File: src/rtl/pf_pkg.sv
package pf_pkg;
  typedef enum logic [1:0] {
    MODE_PLANAR = 2'd0,
    MODE_INTLV  = 2'd1,
    MODE_NIB    = 2'd2,
    MODE_NIB_B  = 2'd3
  } shmode_t;

  // context carried alongside a memory read until its data returns
  typedef struct packed {
    logic       last;
    logic [1:0] step;
    logic [1:0] mode;
    logic [2:0] sel;
  } rdtag_t;

  // index of the final read step for a mode
  function automatic logic [1:0] last_step(input logic [1:0] mode);
    case (mode)
      MODE_PLANAR: last_step = 2'd3;
      MODE_INTLV:  last_step = 2'd1;
      default:     last_step = 2'd0;
    endcase
  endfunction

  function automatic logic [1:0] plane_of(input logic [1:0] mode,
                                          input logic [1:0] step,
                                          input logic [2:0] sel);
    case (mode)
      MODE_PLANAR: plane_of = step;
      MODE_INTLV:  plane_of = {step[0], sel[2]};
      default:     plane_of = sel[2:1];
    endcase
  endfunction
endpackage

File: src/rtl/pf_addr.sv
module pf_addr #(
  parameter int XW  = 10,
  parameter int OW  = 16,
  parameter int DSW = 2
) (
  input  logic [XW-1:0]  x_in,
  input  logic [OW-1:0]  row_in,
  input  logic [DSW-1:0] div_in,
  output logic [OW-1:0]  offs_out,
  output logic [2:0]     sel_out
);
  logic [XW-1:0] xd;
  logic [XW-1:0] col;

  always_comb begin
    xd       = x_in >> div_in;
    col      = xd >> 3;
    offs_out = OW'(col) + row_in;
    sel_out  = xd[2:0];
  end
endmodule

File: src/rtl/pf_seq.sv
module pf_seq
  import pf_pkg::*;
#(
  parameter int OW = 16
) (
  input  logic          clk,
  input  logic          rst_n,
  input  logic          req_valid,
  input  logic [1:0]    mode_in,
  input  logic [2:0]    sel_in,
  input  logic [OW-1:0] offs_in,
  output logic          req_ready,
  output logic          mem_rd,
  output logic [1:0]    mem_plane,
  output logic [OW-1:0] mem_offs,
  output rdtag_t        tag_out
);
  logic          busy_q, busy_d;
  logic [1:0]    step_q, step_d;
  logic [1:0]    mode_q;
  logic [2:0]    sel_q;
  logic [OW-1:0] offs_q;
  logic          ctx_en;
  logic [1:0]    cur_mode, cur_step;
  logic [2:0]    cur_sel;
  logic          is_last;

  always_comb begin
    req_ready = !busy_q;
    ctx_en    = !busy_q && req_valid;
    cur_mode  = busy_q ? mode_q : mode_in;
    cur_sel   = busy_q ? sel_q  : sel_in;
    cur_step  = busy_q ? step_q : 2'd0;
    mem_offs  = busy_q ? offs_q : offs_in;
    mem_rd    = busy_q || req_valid;
    mem_plane = plane_of(cur_mode, cur_step, cur_sel);
    is_last   = (cur_step == last_step(cur_mode));
    busy_d    = mem_rd && !is_last;
    step_d    = cur_step + 2'd1;
    tag_out   = '{last: is_last, step: cur_step, mode: cur_mode, sel: cur_sel};
  end

  always_ff @(posedge clk or negedge rst_n) begin
    if (!rst_n) begin
      busy_q <= 1'b0;
      step_q <= '0;
    end else begin
      busy_q <= busy_d;
      step_q <= step_d;
    end
  end

  always_ff @(posedge clk or negedge rst_n) begin
    if (!rst_n) begin
      mode_q <= '0;
      sel_q  <= '0;
      offs_q <= '0;
    end else if (ctx_en) begin
      mode_q <= mode_in;
      sel_q  <= sel_in;
      offs_q <= offs_in;
    end
  end


  planar_second_read_chk: assert property (@(posedge clk) disable iff (!rst_n)
    (req_valid && req_ready && mode_in == MODE_PLANAR)
      |=> (mem_rd && mem_plane == 2'd1 && !req_ready));

  intlv_high_plane_chk: assert property (@(posedge clk) disable iff (!rst_n)
    (req_valid && req_ready && mode_in == MODE_INTLV)
      |=> (mem_rd && mem_plane[1] && !req_ready));

  nib_no_stall_chk: assert property (@(posedge clk) disable iff (!rst_n)
    (req_valid && req_ready && mode_in[1]) |=> req_ready);

  offs_held_chk: assert property (@(posedge clk) disable iff (!rst_n)
    !req_ready |-> $stable(mem_offs));
endmodule

File: src/rtl/pf_collect.sv
module pf_collect
  import pf_pkg::*;
(
  input  logic       clk,
  input  logic       rst_n,
  input  logic       rd_in,
  input  rdtag_t     tag_in,
  input  logic [7:0] mem_data,
  output logic       pix_valid,
  output logic [3:0] pix_value
);
  logic       tagv_q;
  rdtag_t     tag_q;
  logic [2:0] acc_q, acc_d;
  logic       acc_en;
  logic [3:0] pix_d;
  logic       bit_s;
  logic [1:0] fld;
  logic [3:0] nib;

  always_comb begin
    bit_s = mem_data[3'd7 - tag_q.sel];
    case (tag_q.sel[1:0])
      2'd0:    fld = mem_data[7:6];
      2'd1:    fld = mem_data[5:4];
      2'd2:    fld = mem_data[3:2];
      default: fld = mem_data[1:0];
    endcase
    nib    = tag_q.sel[0] ? mem_data[3:0] : mem_data[7:4];
    acc_d  = acc_q;
    pix_d  = pix_value;
    acc_en = tagv_q && !tag_q.last;
    case (tag_q.mode)
      MODE_PLANAR: begin
        acc_d[tag_q.step] = bit_s;
        pix_d = {bit_s, acc_q};
      end
      MODE_INTLV: begin
        acc_d[1:0] = fld;
        pix_d = {fld, acc_q[1:0]};
      end
      default: pix_d = nib;
    endcase
  end

  always_ff @(posedge clk or negedge rst_n) begin
    if (!rst_n) begin
      tagv_q    <= 1'b0;
      pix_valid <= 1'b0;
    end else begin
      tagv_q    <= rd_in;
      pix_valid <= tagv_q && tag_q.last;
    end
  end

  always_ff @(posedge clk or negedge rst_n) begin
    if (!rst_n) begin
      tag_q     <= '0;
      acc_q     <= '0;
      pix_value <= '0;
    end else begin
      if (rd_in) tag_q <= tag_in;
      if (acc_en) acc_q <= acc_d;
      if (tagv_q && tag_q.last) pix_value <= pix_d;
    end
  end


  pix_follows_last_chk: assert property (@(posedge clk) disable iff (!rst_n)
    (rd_in && tag_in.last) |=> ##1 pix_valid);

  pix_single_strobe_chk: assert property (@(posedge clk) disable iff (!rst_n)
    !(tagv_q && tag_q.last) |=> !pix_valid);

  planar_step_order_chk: assert property (@(posedge clk) disable iff (!rst_n)
    (tagv_q && tag_q.mode == MODE_PLANAR && !tag_q.last)
      |-> (rd_in && tag_in.step == tag_q.step + 2'd1));
endmodule

File: src/rtl/pix_fetch.sv
module pix_fetch
  import pf_pkg::*;
#(
  parameter int XW  = 10,
  parameter int OW  = 16,
  parameter int DSW = 2
) (
  input  logic           clk,
  input  logic           rst_n,
  input  logic           req_valid,
  output logic           req_ready,
  input  logic [XW-1:0]  req_x,
  input  logic [OW-1:0]  row_base,
  input  logic [1:0]     shift_mode,
  input  logic [DSW-1:0] div_shift,
  output logic           mem_rd,
  output logic [1:0]     mem_plane,
  output logic [OW-1:0]  mem_offs,
  input  logic [7:0]     mem_data,
  output logic           pix_valid,
  output logic [3:0]     pix_value
);
  logic [OW-1:0] a_offs;
  logic [2:0]    a_sel;
  rdtag_t        rd_tag;

  pf_addr #(.XW(XW), .OW(OW), .DSW(DSW)) u_addr (
    .x_in     (req_x),
    .row_in   (row_base),
    .div_in   (div_shift),
    .offs_out (a_offs),
    .sel_out  (a_sel)
  );

  pf_seq #(.OW(OW)) u_seq (
    .clk       (clk),
    .rst_n     (rst_n),
    .req_valid (req_valid),
    .mode_in   (shift_mode),
    .sel_in    (a_sel),
    .offs_in   (a_offs),
    .req_ready (req_ready),
    .mem_rd    (mem_rd),
    .mem_plane (mem_plane),
    .mem_offs  (mem_offs),
    .tag_out   (rd_tag)
  );

  pf_collect u_collect (
    .clk       (clk),
    .rst_n     (rst_n),
    .rd_in     (mem_rd),
    .tag_in    (rd_tag),
    .mem_data  (mem_data),
    .pix_valid (pix_valid),
    .pix_value (pix_value)
  );


  ready_after_reset_chk: assert property (@(posedge clk) disable iff (!rst_n)
    $rose(rst_n) |-> (req_ready && !pix_valid));
endmodule

File: config.mk
export PLATFORM = sky130hd
export DESIGN_NAME = pix_fetch
export DESIGN_NICKNAME = d
export VERILOG_FILES = /design/src/rtl/pf_pkg.sv /design/src/rtl/pf_addr.sv /design/src/rtl/pf_seq.sv /design/src/rtl/pf_collect.sv /design/src/rtl/pix_fetch.sv
export SDC_FILE = /design/constraint.sdc
export NUM_CORES = 1
export LEC_CHECK = 0
export BUFFER_PORTS_ARGS = -buffer_cell sky130_fd_sc_hd__buf_2
export CAP_MARGIN = 40
export CORE_MARGIN = 8
export CORE_UTILIZATION = 54
export DETAILED_ROUTE_END_ITERATION = 10
export PLACE_DENSITY_LB_ADDON = 0.12
export SYNTH_ARGS = -nofsm -noshare
export SYNTH_HDL_FRONTEND = slang
export SYNTH_SLANG_ARGS = --single-unit
File: constraint.sdc
create_clock -name clk -period 9.6 [get_ports clk]
set_input_delay 2.88 -clock clk [delete_from_list [all_inputs] [get_ports clk]]
set_output_delay 2.88 -clock clk [all_outputs]
set_load 0.02 [all_outputs]
### Word-level counts from Yosys, hierarchy flattened

Index checks and enable logic that the tools add are counted.

| word-level totals | value |
|---|---|
| word-level logic and storage cells | 56 |
| bits of input ports | 41 |
| flip-flop bits (word level) | 41 |
| output and inout bits | 25 |

| cells by class | value |
|---|---|
| reduce and logical (&&, ||, !) cells | 15 |
| multiplexer cells | 15 |
| $add $sub $neg | 3 |
| shifts and indexed selects | 1 |
| $lt $le $gt $ge | 3 |
| equality and inequality tests | 5 |

Operator list:

| operator | number |
|---|---|
| adder 7 x 16 -> 16 bit | 1 |
| 2-to-1 mux 16 bit | 1 |
| one-hot mux 2 bit (2 select lines) | 3 |
| >> shifter 10 x 2 -> 10 bit | 1 |
| one-hot mux 4 bit (2 select lines) | 1 |
| equality test 2 x 1 -> 1 bit (second input constant) | 3 |
| zero test 2 bit | 3 |
| one-hot mux 2 bit (3 select lines) | 1 |
| logical AND 1 bit | 5 |
| less-than comparator 3 x 4 -> 1 bit (second input constant) | 1 |
| 2-to-1 mux 2 bit | 2 |
| 2-to-1 mux 4 bit | 1 |
| AND reduction 2 bit | 2 |
| binary-select mux 1 bit (select 3 bit) | 1 |
| bitwise mux 3 bit | 1 |
| zero test 1 bit | 3 |
| less-than comparator 2 x 3 -> 1 bit (second input constant) | 1 |
| 2-to-1 mux 3 bit | 1 |
| subtractor 3 bit (first input constant) | 1 |
| adder 2 x 1 -> 2 bit (second input constant) | 1 |
| demux 1 bit (select 2 bit) | 1 |
| equality test 2 bit | 1 |
| equality test 2 bit (second input constant) | 1 |
| >= comparator 2 x 1 -> 1 bit (second input constant) | 1 |
| 3 further kinds | 4 |

### Logic depth before layout (Yosys ltp)

| logic depth | value |
|---|---|
| depth in word-level cells | 6 |
| mapped depth | 12 |
| gate-level depth less buffers | 11 |

### Modules after synthesis

From an unflattened synthesis, not the netlist that was laid out.

| second synthesis, totals | value |
|---|---|
| cells, all modules | 271 |
| area, all modules | 2,877.8 µm² |

By module, submodules not included:

| module | cells an instance | instances | seq. area each (µm²) | area an instance (µm²) |
|---|---|---|---|---|
| pf_seq | 93 | 1 | 600.6 | 1,283.7 |
| pf_collect | 86 | 1 | 425.4 | 903.4 |
| pf_addr | 92 | 1 | 0.0 | 690.7 |

### Least setup slack after synthesis

Ideal clock, no wire load.

| path | value |
|---|---|
| path type | input-to-output |
| start | in div_shift[1] |
| end | out mem_offs[8] |
| arrival time | 5.277 ns |
| required time | 6.720 ns |
| stages on the path | 12 |
| setup slack | 1.443 ns |
| buffers on the path | 1 |
| cells stage by stage | buf_2 -> mux2_2 -> nor2_1 -> a21oi_1 -> ha_1 -> inv_1 -> fa_1 -> nand2b_1 -> a21oi_1 -> nor2_1 -> o21ba_2 -> o31ai_1 |

| on the way | value |
|---|---|
| longest elaborated chain between the ends | 3 |

RTL lines:

| element | RTL line | text |
|---|---|---|
| start: declaration | pix_fetch.sv:15 | `input logic [DSW-1:0] div_shift,` |
| >> shifter 10 x 2 -> 10 bit | pf_addr.sv:16 | `xd = x_in >> div_in;` |
| adder 7 x 16 -> 16 bit | pf_addr.sv:18 | `offs_out = OW'(col) + row_in;` |
| 2-to-1 mux 16 bit | pf_seq.sv:34 | `mem_offs = busy_q ? offs_q : offs_in;` |
| end: declaration | pix_fetch.sv:18 | `output logic [OW-1:0] mem_offs,` |

No other way between the ends.

### Worst setup path after layout

| path | value |
|---|---|
| start | in div_shift[1] |
| end | out mem_offs[12] |

The elaborated chain is that of the path after synthesis.

==> key figures <==
Clock tree
  • Root Buffer: clkbuf_8
  • Hold_buf cts: 0
  • Clock Sinks: 41
  • CTS resizes: 0
  • H-Tree Level Count: 2
  • CTS tree: built
  • Post-CTS setup buffer count: 0
  • Deepest clock path buffer count: 2
  • Clock latency on the worst-skew pair: 0.28 ns
  • Clk pin slew, worst setup/hold paths: 0.08 ns
  • TritonCTS buffer count: 5

Synthesis
  • Fraction of registers with async set/reset: 100%
  • Synth Flop Type: dfrtp_1
  • Synth Register Bits: 41
  • Synth cell types: 46
  • Sequential area share after synthesis: 36.9%
  • Mapped Avg Cell Area: 8.93 um^2
  • Mapped Area: 2780 um^2
  • EDFF count, synth: 0
  • YS warnings: 0
  • Mapped Cells: 311
  • Post-Syn Nets: 361

STA
  • Setup Skew: 0.0101 ns
  • WHS: 0.481 ns
  • RSZ-0062 raised after global routing: no
  • Max Freq: 119 MHz
  • Slew @ Worst Pin: 0.647 ns
  • Setup TNS: 0 ns
  • Slew headroom: 56.8%
  • Tmin final: 8.38 ns
  • Hold Fails Final Rpt: 0
  • Final setup fails: 0
  • Fin. max-slew vios: 0
  • Crit share post-route: 87.3%

Min path
  • Worst min path class: reg2reg

Critical path
  • Worst endpoint required time: 6.72 ns
  • Nature of the critical path startpoint: primary input
  • Crit. Startpoint: div_shift[1]
  • Critical path endpoint category: output pin
  • FF-to-FF path depth: 4
  • Critical path class: in2out
  • CP Max Fanout: 12
  • R2R Path Start: u_seq.busy_q$_DFF_PN0_
  • Worst r2r dst: u_seq.offs_q[8]$_DFFE_PN0P_
  • Worst path arrival time: 5.50 ns
  • R2R Setup Slk: 7.58 ns
  • End point of the critical path: mem_offs[12]

Global route
  • Total track usage: 17.1%
  • Initial antenna violation count: 0
  • GRT Residual Overflow: 0
  • Largest net degree at the start of global routing: 41
  • First-pass GRT wire length: 10600 um
  • Vias in the first global route: 2298

Route
  • DR iter-0 viols: 99
  • DRC errors left: 0
  • Via count: 2384
  • Vias per cell: 5.41
  • WL per Instance: 14.3 um
  • DRT Wirelength: 6300 um
  • Drt first pass iters: 4
  • Post-route ant nets: 0

Placement
  • HPWL Detailed: 4970 um
  • Placed cell areas: 3160 um^2
  • Routability cong.: 0.837
  • Port Buffer Count: 65

Cells and area
  • Nets: 421
  • Filler Cells Inserted: 462
  • Fin util: 64.3%
  • Final Cell Area: 3240 um^2
  • Sequential Area: 1030 um^2
  • Layout cells sized above 1: 25.3%
  • Area Overhead vs Synth: 16.8%
  • Commonest non-fill, non-tap cell in the layout: buf_2
  • Number of diodes: 0
  • Commonest cells after routing, fill and taps aside: 65 x buf_2, 51 x nand2_1, 41 x dfrtp_1
  • Multi-input logic area: 1640 um^2

Pwr
  • VDD IR max: 0.174 mV
  • Pwr Total: 0.924 mW
  • PwrDens: 285 nW/um^2
  • Leak pwr: 1.53 nW

Die
  • Die extent in y: 87.7 um
  • Boundary Pins: 66
  • Initial Util: 55.1%
  • Die area: 7690 um^2
  • Row count: 26
  • Core area: 5040 um^2
  • Die span in x: 87.7 um

Job
  • Max_cap viols: 0

Outcome
  • Outcome: complete, no violations
layout make-up:
cell class	count	share of cell area, %
multi-input cells	242	50.4
flip-flops and latches	41	31.6
repair buffers	68	11.1
well taps	70	2.70
clock buffers	7	2.66
inverters	13	1.50
sequential cells by signal, summed over array words and instances, names as in the netlist:
name,flops
u_seq.step_q,2
u_seq.mode_q,2
u_collect.tagv_q,1
u_collect.pix_valid,1
u_seq.busy_q,1
u_collect.acc_q,3
u_collect.tag_q,8
u_seq.sel_q,3
u_seq.offs_q,16
u_collect.pix_value,4
cells in the mapped netlist (2+ instances only):
library cell,instances,area (um^2)
nand2b_1,3,18.8
xnor2_1,8,70.1
o31ai_1,3,22.5
o21ai_1,2,10.0
o21ai_0,30,150
nor2b_1,5,31.3
buf_1,2,7.51
buf_2,3,15.0
a211oi_1,3,22.5
nor2_1,23,86.3
nand4_1,4,25.0
inv_1,13,48.8
a21oi_1,18,90.1
o211ai_1,4,30.0
a21boi_0,2,15.0
clkbuf_1,9,33.8
mux4_1,4,105
a21o_1,4,30.0
and2_1,2,12.5
a31oi_1,6,37.5
ha_1,8,100
dfrtp_1,41,1030
nand2_1,51,191
xor2_1,5,43.8
o21a_1,4,30.0
nor3b_1,6,45.0
o22ai_1,2,12.5
mux2i_1,12,120
nor3_1,2,10.0
mux2_2,16,180
report_power, final:
group          leakage (nW)  switching, mW  internal, mW
sequential            0.491         0.0645         0.257
combinational         0.993          0.289         0.200
clock                0.0443         0.0550        0.0571
total                  1.53          0.409         0.515
cells by family after synthesis:
family	share of synthesized area, %
xor gates and xnor gates	4.10
buffers and inverters	4.19
AOI/OAI and AO/OA	18.6
muxes	15.1
and+or+nand+nor	16.8
adders and majority gates	4.32
DFF	36.9
worst min path at each step:
stage,cells past startpoint,endpoint,start
finish,2,u_collect.pix_value[0]$_DFFE_PN0P_,u_collect.pix_value[0]$_DFFE_PN0P_
global route,2,u_seq.offs_q[0]$_DFFE_PN0P_,u_seq.offs_q[0]$_DFFE_PN0P_
CTS,2,u_seq.offs_q[0]$_DFFE_PN0P_,u_seq.offs_q[0]$_DFFE_PN0P_
detailed placement,2,u_seq.offs_q[0]$_DFFE_PN0P_,u_seq.offs_q[0]$_DFFE_PN0P_
global placement,2,u_collect.pix_value[0]$_DFFE_PN0P_,u_collect.pix_value[0]$_DFFE_PN0P_
floorplan,2,u_seq.offs_q[0]$_DFFE_PN0P_,u_seq.offs_q[0]$_DFFE_PN0P_
routing by layer:
metal	track usage (%)	vias to the layer above	share of wire, %
met3	4.97	2	8.2
met1	22.7	1088	46
li1	-	1225	-
met5	0	-	0
met2	26.9	69	45
met4	3.28	0	0.43
critical path, cell delays in order:
cell and delay, ns:
buf_2 0.18, mux2_2 0.26, nor2_1 0.04, a21oi_1 0.13, ha_1 0.20, inv_1 0.06
fa_1 0.38, nand2b_1 0.18, a21oi_1 0.27, nor2_1 0.12, o41ai_1 0.47, a31oi_1 0.14
buf_2 0.19
through the flow:
stage	std cells	setup WS (ns)
6_report	441	1.22
3_5_place_dp	434	1.23
4_1_cts	441	1.22
5_1_grt	441	0.965
2_1_floorplan	311	1.44
3_3_place_gp	432	1.28
(Power assumes the default switching activity.)
